## config.mk

```make
export PLATFORM = sky130hd
export DESIGN_NAME = hz_stall_ctrl
export DESIGN_NICKNAME = d
export VERILOG_FILES = /design/src/rtl/hz_pkg.sv /design/src/rtl/hz_shadow.sv /design/src/rtl/hz_match.sv /design/src/rtl/hz_rules.sv /design/src/rtl/hz_stall_ctrl.sv
export SDC_FILE = /design/constraint.sdc
export NUM_CORES = 1
export LEC_CHECK = 0
export BUFFER_PORTS_ARGS = -buffer_cell sky130_fd_sc_hd__buf_2
export CORE_MARGIN = 5
export CORE_UTILIZATION = 51
export CTS_CLUSTER_DIAMETER = 120
export DETAILED_ROUTE_END_ITERATION = 8
export PLACE_DENSITY = 0.91
export SKIP_CTS_REPAIR_TIMING = 1
export SLEW_MARGIN = 40
export SYNTH_ARGS = -nofsm -noshare
export SYNTH_HDL_FRONTEND = slang
export SYNTH_HIERARCHICAL = 1
export SYNTH_SLANG_ARGS = --single-unit
export TNS_END_PERCENT = 50
```

## constraint.sdc

```tcl
create_clock -name clk -period 4.9 [get_ports clk]
set_clock_uncertainty 0.05 [all_clocks]
set_input_delay 0.245 -clock clk [delete_from_list [all_inputs] [get_ports clk]]
set_output_delay 0.245 -clock clk [all_outputs]
set_load 0.1 [all_outputs]
```

## src/rtl/hz_pkg.sv

```systemverilog
package hz_pkg;

    localparam int unsigned REG_AW      = 5;
    localparam int unsigned TRACK_DEPTH = 2;

    typedef logic [REG_AW-1:0] reg_idx_t;

    // Hazard-relevant summary of one in-flight instruction
    typedef struct packed {
        logic     wr;
        logic     ld;
        reg_idx_t dst;
    } prod_t;

    localparam prod_t PROD_NONE = '0;

    typedef enum logic [2:0] {
        HZ_NONE,
        HZ_LOAD_USE,
        HZ_BR_EX_ALU,
        HZ_BR_EX_LOAD,
        HZ_BR_MEM_LOAD
    } hz_cause_e;

    // True when the producer writes a real register equal to r
    function automatic logic writes_reg(prod_t p, reg_idx_t r);
        return p.wr && (p.dst != '0) && (p.dst == r);
    endfunction

endpackage

```

## src/rtl/hz_shadow.sv

```systemverilog
module hz_shadow
    import hz_pkg::*;
#(
    parameter int unsigned NSTAGE = TRACK_DEPTH
) (
    input  logic                   clk,
    input  logic                   rst,
    input  logic                   bubble_i,
    input  prod_t                  entry_i,
    output prod_t [NSTAGE-1:0]     stage_o
);

    prod_t [NSTAGE-1:0] stage_q;

    always_ff @(posedge clk) begin
        if (rst) begin
            stage_q <= '0;
        end else begin
            stage_q[0] <= bubble_i ? PROD_NONE : entry_i;
            for (int s = 1; s < NSTAGE; s++) begin
                stage_q[s] <= stage_q[s-1];
            end
        end
    end

    assign stage_o = stage_q;

    // a stalled slot must enter execute as a bubble
    p_bubble_clears_r2: assert property (@(posedge clk) disable iff (rst)
        bubble_i |=> (stage_q[0] == PROD_NONE));

endmodule

```

## src/rtl/hz_match.sv

```systemverilog
module hz_match
    import hz_pkg::*;
#(
    parameter int unsigned NSTAGE = TRACK_DEPTH
) (
    input  prod_t [NSTAGE-1:0] stage_i,
    input  reg_idx_t           rs_i,
    input  reg_idx_t           rt_i,
    input  logic               use_rs_i,
    input  logic               use_rt_i,
    output logic [NSTAGE-1:0]  hit_o,
    output logic [NSTAGE-1:0]  hit_ld_o
);

    for (genvar s = 0; s < NSTAGE; s++) begin : g_cmp
        logic rs_hit;
        logic rt_hit;
        assign rs_hit      = use_rs_i && writes_reg(stage_i[s], rs_i);
        assign rt_hit      = use_rt_i && writes_reg(stage_i[s], rt_i);
        assign hit_o[s]    = rs_hit || rt_hit;
        assign hit_ld_o[s] = (rs_hit || rt_hit) && stage_i[s].ld;
    end

endmodule

```

## src/rtl/hz_rules.sv

```systemverilog
module hz_rules
    import hz_pkg::*;
#(
    parameter int unsigned NSTAGE = TRACK_DEPTH
) (
    input  logic [NSTAGE-1:0] hit_i,
    input  logic [NSTAGE-1:0] hit_ld_i,
    input  logic              branch_i,
    output logic              stall_o
);

    localparam int unsigned EX_SLOT  = 0;
    localparam int unsigned MEM_SLOT = 1;

    hz_cause_e cause;

    always_comb begin
        cause = HZ_NONE;
        if (hit_ld_i[EX_SLOT]) begin
            cause = branch_i ? HZ_BR_EX_LOAD : HZ_LOAD_USE;
        end else if (branch_i && hit_i[EX_SLOT]) begin
            cause = HZ_BR_EX_ALU;
        end else if (branch_i && hit_ld_i[MEM_SLOT]) begin
            cause = HZ_BR_MEM_LOAD;
        end
    end

    assign stall_o = (cause != HZ_NONE);

endmodule

```

## src/rtl/hz_stall_ctrl.sv

```systemverilog
module hz_stall_ctrl
    import hz_pkg::*;
#(
    parameter int unsigned NSTAGE = TRACK_DEPTH
) (
    input  logic              clk,
    input  logic              rst,
    input  logic [REG_AW-1:0] id_rs,
    input  logic [REG_AW-1:0] id_rt,
    input  logic              id_use_rs,
    input  logic              id_use_rt,
    input  logic              id_branch,
    input  logic [REG_AW-1:0] id_dst,
    input  logic              id_wr,
    input  logic              id_load,
    output logic              pc_we,
    output logic              ifid_we,
    output logic              idex_bubble
);

    prod_t              entry;
    prod_t [NSTAGE-1:0] stages;
    logic  [NSTAGE-1:0] hit;
    logic  [NSTAGE-1:0] hit_ld;
    logic               stall;

    assign entry = '{wr: id_wr, ld: id_load && id_wr, dst: id_dst};

    hz_shadow #(.NSTAGE(NSTAGE)) u_shadow (
        .clk      (clk),
        .rst      (rst),
        .bubble_i (stall),
        .entry_i  (entry),
        .stage_o  (stages)
    );

    hz_match #(.NSTAGE(NSTAGE)) u_match (
        .stage_i  (stages),
        .rs_i     (id_rs),
        .rt_i     (id_rt),
        .use_rs_i (id_use_rs),
        .use_rt_i (id_use_rt),
        .hit_o    (hit),
        .hit_ld_o (hit_ld)
    );

    hz_rules #(.NSTAGE(NSTAGE)) u_rules (
        .hit_i    (hit),
        .hit_ld_i (hit_ld),
        .branch_i (id_branch),
        .stall_o  (stall)
    );

    assign pc_we       = !stall;
    assign ifid_we     = !stall;
    assign idex_bubble = stall;

    logic [2*REG_AW+2:0] dec_bundle;
    assign dec_bundle = {id_rs, id_rt, id_use_rs, id_use_rt, id_branch};

    // a held non-branch consumer is frozen for one cycle only
    p_load_use_once_r1: assert property (@(posedge clk) disable iff (rst)
        (idex_bubble && !id_branch) |=> (!idex_bubble || !$stable(dec_bundle)));

    // a held branch is never frozen for a third consecutive cycle
    p_branch_max_two_r5: assert property (@(posedge clk) disable iff (rst)
        (idex_bubble && $past(idex_bubble) && $stable(dec_bundle))
        |=> (!idex_bubble || !$stable(dec_bundle)));

    // a stall always involves a used, nonzero source register
    p_zero_reg_r8: assert property (@(posedge clk) disable iff (rst)
        idex_bubble |-> ((id_use_rs && id_rs != '0) || (id_use_rt && id_rt != '0)));

endmodule

```

Yosys cells after proc, flatten, opt, wreduce, memory -nomap -nowiden --
Index checks and enable logic that the tools add are counted.
Word-level totals: bits in registers 14, bits in latches 0, RAM bits 0, ROM bits 0, input port bits 22, output and inout bits 3, logic and storage cells 36, memories kept 0
Cells by class: add/sub/neg operators 0, multiply operators 0, div/mod/pow operators 0, $lt $le $gt $ge 0, equality and inequality tests 4, shifts and indexed selects 0, multiplexer cells 4, bitwise operators 0, reductions and logical operators 22
Operator list (count):
- $eq A5 B5 Y1 | 4
- $logic_and A1 B1 Y1 | 15
- $reduce_bool A5 Y1 | 2
- $mux W3 | 3
- $reduce_bool A3 Y1 | 1
- $logic_or A1 B1 Y1 | 2
- $mux W2 | 1
- $reduce_or A2 Y1 | 1
- $logic_not A1 Y1 | 1

Depth between registers and ports, before layout --
Gate-level depths: netlist of the first run.
depth after elaboration 12, gate-level depth with buffers 8, mapped depth without buffers 7

Cells and area by module --
The synthesis of the first run kept the hierarchy.
By module, submodules not included:
- hz_shadow | instances 1, cells an instance 29, area an instance 426.7 um^2
- hz_match | instances 1, cells an instance 36, area an instance 307.8 um^2
- hz_stall_ctrl | instances 1, cells an instance 3, area an instance 17.5 um^2
- hz_rules | instances 1, cells an instance 2, area an instance 11.3 um^2

Least setup slack after synthesis of the first run --
Ideal clock, no wire load.
path kind register to output, start point register u_shadow.stage_q (netlist bit u_shadow/stage_o[4]), end point output port pc_we, arrival time 3.366 ns, required time 4.605 ns, slack 1.239 ns, cell stages (with the launch flop) 8, cells stage by stage dfxtp_1 -> xor2_1 -> nor4_2 -> a32oi_1 -> nor3b_2 -> nand2b_1 -> inv_1 -> buf_4
On the way: elaborated cells between the ends (all ways) 15, classes of those cells eq/ne: 2; mux: 2; reduce/logical: 11
RTL lines:
- from (decl) | line hz_shadow.sv:13 | prod_t [NSTAGE-1:0] stage_q;
- from (signal, indexed assignment) | line hz_shadow.sv:21 | stage_q[s] <= stage_q[s-1];
- $reduce_bool A5 Y1 | line hz_pkg.sv:27 | return p.wr && (p.dst != '0) && (p.dst == r);
- $logic_and A1 B1 Y1 (2 in a row) | line hz_pkg.sv:27
- $logic_and A1 B1 Y1 (on tied branches) | line hz_match.sv:18, hz_match.sv:19
- $logic_or A1 B1 Y1 (*) | line hz_match.sv:21 | assign hit_ld_o[s] = (rs_hit || rt_hit) && stage_i[s].ld;
- $logic_and A1 B1 Y1 (*) | line hz_match.sv:21
- net hit_ld[0] | line hz_stall_ctrl.sv:24 | logic [NSTAGE-1:0] hit_ld;
- $mux W3 (*) | line hz_rules.sv:19 | if (hit_ld_i[EX_SLOT]) begin
- $reduce_bool A3 Y1 (*) | line hz_rules.sv:28 | assign stall_o = (cause != HZ_NONE);
- net idex_bubble | line hz_stall_ctrl.sv:18 | output logic idex_bubble
- $logic_not A1 Y1 (*)
- to (decl) | line hz_stall_ctrl.sv:16 | output logic pc_we,
Mark *: on every way through the listed nets, which the timed path passes. The rest lies on a longest branch.

Worst setup path after layout of the first run --
start point register u_shadow.stage_q (netlist bit u_shadow/stage_o[3]), end point output port ifid_we
On the way: longest elaborated chain between the ends 10, elaborated cells between the ends (all ways) 15, classes of those cells eq/ne: 2; mux: 2; reduce/logical: 11
Ends and longest elaborated chain:
- $reduce_bool A5 Y1 | line hz_pkg.sv:27
- $logic_and A1 B1 Y1 (2 in a row) | line hz_pkg.sv:27
- $logic_and A1 B1 Y1 (on tied branches) | line hz_match.sv:18, hz_match.sv:19
- $logic_or A1 B1 Y1 (*) | line hz_match.sv:20 | assign hit_o[s] = rs_hit || rt_hit;
- net hit[0] | line hz_stall_ctrl.sv:23 | logic [NSTAGE-1:0] hit;
- $logic_and A1 B1 Y1 | line hz_rules.sv:21 | end else if (branch_i && hit_i[EX_SLOT]) begin
- $mux W3 | line hz_rules.sv:21
- $mux W3 (*) | line hz_rules.sv:19
- $reduce_bool A3 Y1 (*) | line hz_rules.sv:28
- $logic_not A1 Y1 (*) | line hz_stall_ctrl.sv:55 | assign ifid_we = !stall;
- to (decl) | line hz_stall_ctrl.sv:17 | output logic ifid_we,
Marked as above.

==> results.cfg, run 1 <==
[run_status]
status = complete, no violations

[global_route]
antenna_found_initial = 0
grt_pass1_wl_um = 2430
grt_usage = 0.126
grt_start_max_net_pins = 15
first_global_vias = 578
grt-ovfl-total = 0

[power]
p_int_w = 0.000185
pwr_density_cell_mw_per_mm2 = 264
p_clk_frac = 0.331
power.share.switching = 0.239
pwr-share-comb = 0.155
seqPwrFrac = 0.514
vdd_drop_max_mv = 0.159
cellLeakagePower_nw = 0.407
p_sw_w = 0.0000578
p_total_w = 0.000242

[cells_and_area]
drive_above_1_share = 0.432
post-route-util = 0.631
largest_reg_flops = 14
nets = 118
antenna_cells = 0
mostFrequentLayoutCell = buf_2
syn_to_final_growth_pct = 20.8
final_cell_mix = buf_2 (24), xor2_1 (16), dfxtp_1 (14)

[timing]
worst_slew_pin_slew_ps = 486
hold_viol_final = 0
fin_crit_sh = 0.543
finalCriticalPeriod_ps = 2660
tns_ps = 0
rsz0062_at_grt = no
slew_headroom = 0.678
drv_slew = 0
max_freq_mhz = 376
setup_viol = 0

[worst_hold_path]
min_path_type = in -> reg

[yosys]
syn_inst = 69
syn-num-nets = 91
avgSynthCellArea_um2 = 11.0
ys_warn_count = 6
netlist_area_um2 = 759

[routing]
antenna_left = 0
routed_wl_um = 1470
via_count = 572
drc = 0
firstDrtPassIters = 4
wl_per_cell_um = 13.2
drt_iter0_markers = 8
viasPerCell = 5.15

[setup_path]
cp_data_required_time_ps = 4610
cp.arrival_ps = 2370
crit_type = reg -> out
cp_max_fo = 9
startpoint_type = register
endpoint_kind = output port

[clock_tree]
clkSinkCount = 14
insertion_delay_ps = 270
clockBufferDepth = 2
clk_pin_slew_worst_paths_ps = 80
numCtsBuffers = 3
root_buffer = clkbuf_4
cts_tree = built
cts_max_level = 1

[floorplanning]
die_area_mm2 = 0.00236
io_pins = 25
die_x_um = 48.6
start_util = 0.522
rows = 14
dieHeight_um = 48.6
coreArea_mm2 = 0.00145

[flow_run]
cap_violations = 0

[placement]
post-dp-hpwl_um = 1210
gp_congestion = 0.835
portBuffers = 24
==> stage by stage <==
stage	instances	cell area [um^2]	setup WS [ps]	hold WS, ps
finish	111	917	2240	160
global route	111	917	1980	160
CTS	111	917	2210	163
detailed placement	107	881	2460	397
global placement	107	881	2500	403
floorplan	69	759	1240	267
==> area by class of cell <==
| type | instances | area (um^2) |
|---|---|---|
| clock buffer | 4 | 36.3 |
| timing repair buffer | 24 | 120 |
| sequential | 14 | 280 |
| tap | 16 | 20.0 |
| inverter | 1 | 3.75 |
| multi-input combinational | 52 | 457 |
| fill | 126 | 537 |
==> power groups by stage <==
stage                     Sequential, W  Combinational, W   Clock, W
after floorplan                0.000126         0.0000248          0
after global placement         0.000127         0.0000373          0
after detailed placement       0.000127         0.0000377          0
after CTS                      0.000125         0.0000381  0.0000810
after global routing           0.000125         0.0000413  0.0000854
final                          0.000125         0.0000376  0.0000802
==> critical path, stage by stage, from the launching register on <==
cell      delay [ps]
dfxtp_1          350
or4_1            550
o21ai_2          170
nor2_1            60
o21ai_1          140
nand2b_1         260
inv_1            140
buf_2            430
==> worst paths after layout <==
| kind | from | end | slack [ps] | depth (start not counted) |
|---|---|---|---|---|
| worst max-delay path | u_shadow/stage_o[3] | ifid_we | 2240 | 7 |
| worst min-delay path | id_dst[4] | u_shadow/stage_o[4] | 160 | 2 |
| worst max register to register | u_shadow/stage_o[3] | u_shadow/stage_o[2] | 2990 | 6 |
| worst min register to register | u_shadow/stage_o[5] | u_shadow/stage_o[12] | 430 | 1 |
==> per-layer routing <==
metal	track usage	wire [um]
met5	0	0
met4	0.0404	4
met3	0.0399	147
met2	0.220	689
met1	0.142	627
No activity file was read; power rests on OpenSTA's default activity.
==> run 2, diff against run 1 <==
- CORE_UTILIZATION: 51 -> 48
- PLACE_DENSITY: 0.91 -> 0.87
- clock period: 4.9 -> 2.7 ns (I/O delays scaled with it)
==> results.cfg, run 2 (synthesized netlist as in run 1, its figures left out) <==
[timing]
setup_viol = 0
tns_ps = 0
worst_slew_pin_slew_ps = 486
finalCriticalPeriod_ps = 2500
max_freq_mhz = 400
slew_headroom = 0.678
fin_crit_sh = 0.925
rsz0062_at_grt = no
hold_viol_final = 0
drv_slew = 0

[cells_and_area]
instances_no_fill = 111
post-route-util = 0.616
antenna_cells = 0
multi_input_area_um2 = 464
regArea_um2 = 280
fillers = 130
largest_reg_flops = 14
nets = 118
mostFrequentLayoutCell = buf_2
syn_to_final_growth_pct = 22.2
final_cell_mix = buf_2 (24), xor2_1 (16), dfxtp_1 (14)
drive_above_1_share = 0.453

[power]
seqPwrFrac = 0.514
cellLeakagePower_nw = 0.408
p_sw_w = 0.000106
p_clk_frac = 0.327
vdd_drop_max_mv = 0.370
p_int_w = 0.000335
pwr_density_cell_mw_per_mm2 = 475
pwr-share-comb = 0.159
power.share.switching = 0.240

[floorplanning]
coreArea_mm2 = 0.00151
die_area_mm2 = 0.00248
start_util = 0.504
die_x_um = 49.8
rows = 14
io_pins = 25
dieHeight_um = 49.8

[placement]
portBuffers = 24
gp_congestion = 0.837
post-dp-hpwl_um = 1220
dp.cells = 107

[setup_path]
cp.arrival_ps = 2310
reg2regPathDepth = 7
cpMaxStageDelayCell = dfxtp_1
startpoint_type = register
slowest_delay_ps = 420
crit_type = reg -> out
endpoint_kind = output port
crit_start = u_shadow/stage_o[0]
cp_max_fo = 9
cp_data_required_time_ps = 2520
crit_chain = xor2_1 -> nor4_2 -> a32oi_1 -> nor2_1 -> o21ai_1 -> nand2b_4 -> clkinvlp_4 -> buf_2
reg2reg_from = u_shadow/stage_o[0]

[routing]
antenna_left = 0
firstDrtPassIters = 4
drt_iter0_markers = 18
wl_per_cell_um = 13.6
routed_wl_um = 1510
drc = 0
via_count = 575
viasPerCell = 5.18

[worst_hold_path]
min_path_cells = 2
hp-start = id_dst[3]
min_path_type = in -> reg

[clock_tree]
root_buffer = clkbuf_4
cts_tree = built
cts_max_level = 1
insertion_delay_ps = 270
clkSinkCount = 14
numCtsBuffers = 3
clockBufferDepth = 2
clk_pin_slew_worst_paths_ps = 80

[global_route]
grt_usage = 0.129
grt-ovfl-total = 0
first_global_vias = 571
antenna_found_initial = 0
grt_pass1_wl_um = 2530
grt_start_max_net_pins = 15

[run_status]
status = complete, no violations

[flow_run]
cap_violations = 0
[run 2: power groups by stage]
stage	Combinational (W)	Clock, W	Sequential (W)
after floorplan	0.0000451	0	0.000228
after global placement	0.0000674	0	0.000231
after detailed placement	0.0000693	0	0.000231
after CTS	0.0000700	0.000146	0.000226
after global routing	0.0000767	0.000153	0.000228
final	0.0000699	0.000144	0.000226
[run 2: cell type report]
type | instances | area share
inverter | 1 | 0.00809
clock buffer | 4 | 0.0391
sequential | 14 | 0.302
tap | 16 | 0.0216
timing repair buffer | 24 | 0.129
multi-input combinational | 52 | 0.500
[run 2: path summary, 6_finish.rpt]
check / slack [ps] / to
worst max-delay path: 200 / ifid_we
worst min-delay path: 50 / u_shadow/stage_o[3]
worst max register to register: 850 / u_shadow/stage_o[0]
worst min register to register: 420 / u_shadow/stage_o[12]
[run 2: critical path: cells and delay by family, from the launching register on]
kind            cells  cell delay (ps)
flops               1              420
buf+inv             2              510
xor+xnor            1              240
compound gates      2              540
simple gates        3              320
[run 2: through the flow]
stage | setup slack (ps) | hold WS [ps] | area (um^2) | power [W]
floorplan | 77.1 | 157 | 771 | 0.000273
global placement | 556 | 322 | 892 | 0.000298
detailed placement | 512 | 330 | 892 | 0.000301
CTS | 207 | 49.0 | 928 | 0.000443
global route | 40.5 | 55.3 | 928 | 0.000457
finish | 201 | 49.9 | 928 | 0.000441
[run 2: routing by layer]
metal | share of wire | GRT usage | wire [um]
met5 | 0 | 0 | 0
met3 | 0.11 | 0.0422 | 163
met1 | 0.43 | 0.163 | 643
met4 | 0.0053 | 0.0393 | 8
met2 | 0.46 | 0.206 | 697
==> run 3, diff against run 2 <==
- CORE_UTILIZATION: 48 -> 46
- PLACE_DENSITY: 0.87 -> 0.86
- SYNTH_HIERARCHICAL: 1 -> unset
==> results.cfg, run 3 <==
[clock_tree]
cts_tree = built
insertion_delay_ps = 270
clkSinkCount = 14
root_buffer = clkbuf_4
numCtsBuffers = 3
clockBufferDepth = 2
clk_pin_slew_worst_paths_ps = 80
cts_max_level = 1

[timing]
fin_crit_sh = 0.823
slew_headroom = 0.680
finalCriticalPeriod_ps = 2220
drv_slew = 0
whs_ps = 66.2
setup_viol = 0
rsz0062_at_grt = no
max_freq_mhz = 450
hold_viol_final = 0
worst_slew_pin_slew_ps = 484
tns_ps = 0

[yosys]
netlist_area_um2 = 682
synth_seq_cells = 14
synth_common_cells = xor2_1 (16), dfxtp_1 (14), nor2b_1 (7)
synthArstFlopShare = 0
netlist_top_cells_area = dfxtp_1 (41%), xor2_1 (21%), and3b_2 (8.8%)
avgSynthCellArea_um2 = 10.7
yosysSeqAreaShare = 0.411
yosys.area.top_type_share = 0.411
synthFlopType = dfxtp_1
syn_inst = 64
synth.most_common_cell = xor2_1
ys_warn_count = 0
synth_edf_count = 0
syn-num-nets = 86
synthDistinctLibCells = 16
yosysTopAreaCell = dfxtp_1

[global_route]
grt-ovfl-total = 0
antenna_found_initial = 0
grt_start_max_net_pins = 15
grt_usage = 0.119
grt_pass1_wl_um = 2220
first_global_vias = 514

[floorplanning]
rows = 13
start_util = 0.505
coreArea_mm2 = 0.00135
die_x_um = 48.5
io_pins = 25
die_area_mm2 = 0.00235
dieHeight_um = 48.5

[flow_run]
cap_violations = 0

[routing]
via_count = 543
routed_wl_um = 1360
antenna_left = 0
drt_iter0_markers = 2
wl_per_cell_um = 13.0
viasPerCell = 5.17
firstDrtPassIters = 3
drc = 0

[cells_and_area]
drive_above_1_share = 0.389
antenna_cells = 0
fillers = 117
final_cell_mix = buf_2 (24), xor2_1 (16), dfxtp_1 (14)
largest_reg_flops = 14
mostFrequentLayoutCell = buf_2
multi_input_area_um2 = 387
nets = 113
syn_to_final_growth_pct = 24.0
regArea_um2 = 280

[setup_path]
cp_data_required_time_ps = 2520
cp_max_fo = 10
cpMaxStageDelayCell = dfxtp_1
crit_chain = xor2_1 -> nor4_1 -> a32oi_1 -> o22a_2 -> inv_1 -> buf_2
slowest_delay_ps = 450
crit_type = reg -> out
endpoint_kind = output port
cp.arrival_ps = 2040
startpoint_type = register

[power]
vdd_drop_max_mv = 0.268
cellLeakagePower_nw = 0.405
pwr_density_cell_mw_per_mm2 = 506

[placement]
portBuffers = 24
gp_congestion = 0.905

[worst_hold_path]
min_path_type = in -> reg

[run_status]
status = complete, no violations
-- run 3: cell families (layout without fill, tap and decap cells) --
| logic type | after synthesis | after routing | synth area share |
|---|---|---|---|
| AOI/OAI and AO/OA | 5 | 5 | 0.0661 |
| xor gates and xnor gates | 20 | 20 | 0.257 |
| buffers and inverters | 3 | 29 | 0.0220 |
| DFF | 14 | 14 | 0.411 |
| and+or+nand+nor | 22 | 22 | 0.244 |
-- run 3: layer usage --
metal  global-route usage  share of wire
met3               0.0398           0.10
met4               0.0538         0.0044
met5                    0              0
met1                0.140           0.44
met2                0.193           0.45
-- run 3: cell type report --
| class | count | area share |
|---|---|---|
| Inverter | 1 | 0.00444 |
| Tap cell | 15 | 0.0222 |
| Timing Repair Buffer | 24 | 0.142 |
| Sequential cell | 14 | 0.331 |
| Multi-Input combinational cell | 47 | 0.457 |
| Clock buffer | 4 | 0.0429 |
-- run 3: metrics by stage --
| stage | setup WS (ps) | total power (W) | utilization | instances | instance area, um^2 |
|---|---|---|---|---|---|
| 6_report | 477 | 0.000428 | 0.627 | 105 | 846 |
| 5_1_grt | 337 | 0.000451 | 0.627 | 105 | 846 |
| 4_1_cts | 453 | 0.000433 | 0.627 | 105 | 846 |
| 3_5_place_dp | 763 | 0.000291 | 0.600 | 101 | 810 |
| 3_3_place_gp | 806 | 0.000289 | 0.600 | 101 | 810 |
| 2_1_floorplan | 411 | 0.000264 | - | 64 | 682 |
-- run 3: critical path: cells and delay by family, from the launching register on --
| family | cells | cell delay [ps] |
|---|---|---|
| XOR/XNOR | 1 | 100 |
| AND/OR/NAND/NOR | 1 | 300 |
| AO/OA/AOI/OAI | 2 | 440 |
| flip-flops | 1 | 450 |
| buffers and inverters | 2 | 470 |
-- run 3: worst paths after layout --
path | start | end | slack, ps | cells past startpoint
max | u_shadow.stage_o[3] | idex_bubble | 480 | 6
min reg2reg | u_shadow.stage_o[6] | u_shadow.stage_o[13] | 420 | 1
min | id_dst[2] | u_shadow.stage_o[2] | 70 | 2
max reg2reg | u_shadow.stage_o[3] | u_shadow.stage_o[6] | 1030 | 5
-- run 3: power breakdown --
part	internal (W)	total, W	switching [W]
sequential	0.000216	0.000227	0.0000109
combinational	0.0000347	0.0000598	0.0000251
clock	0.0000818	0.000141	0.0000593
total	0.000333	0.000428	0.0000953
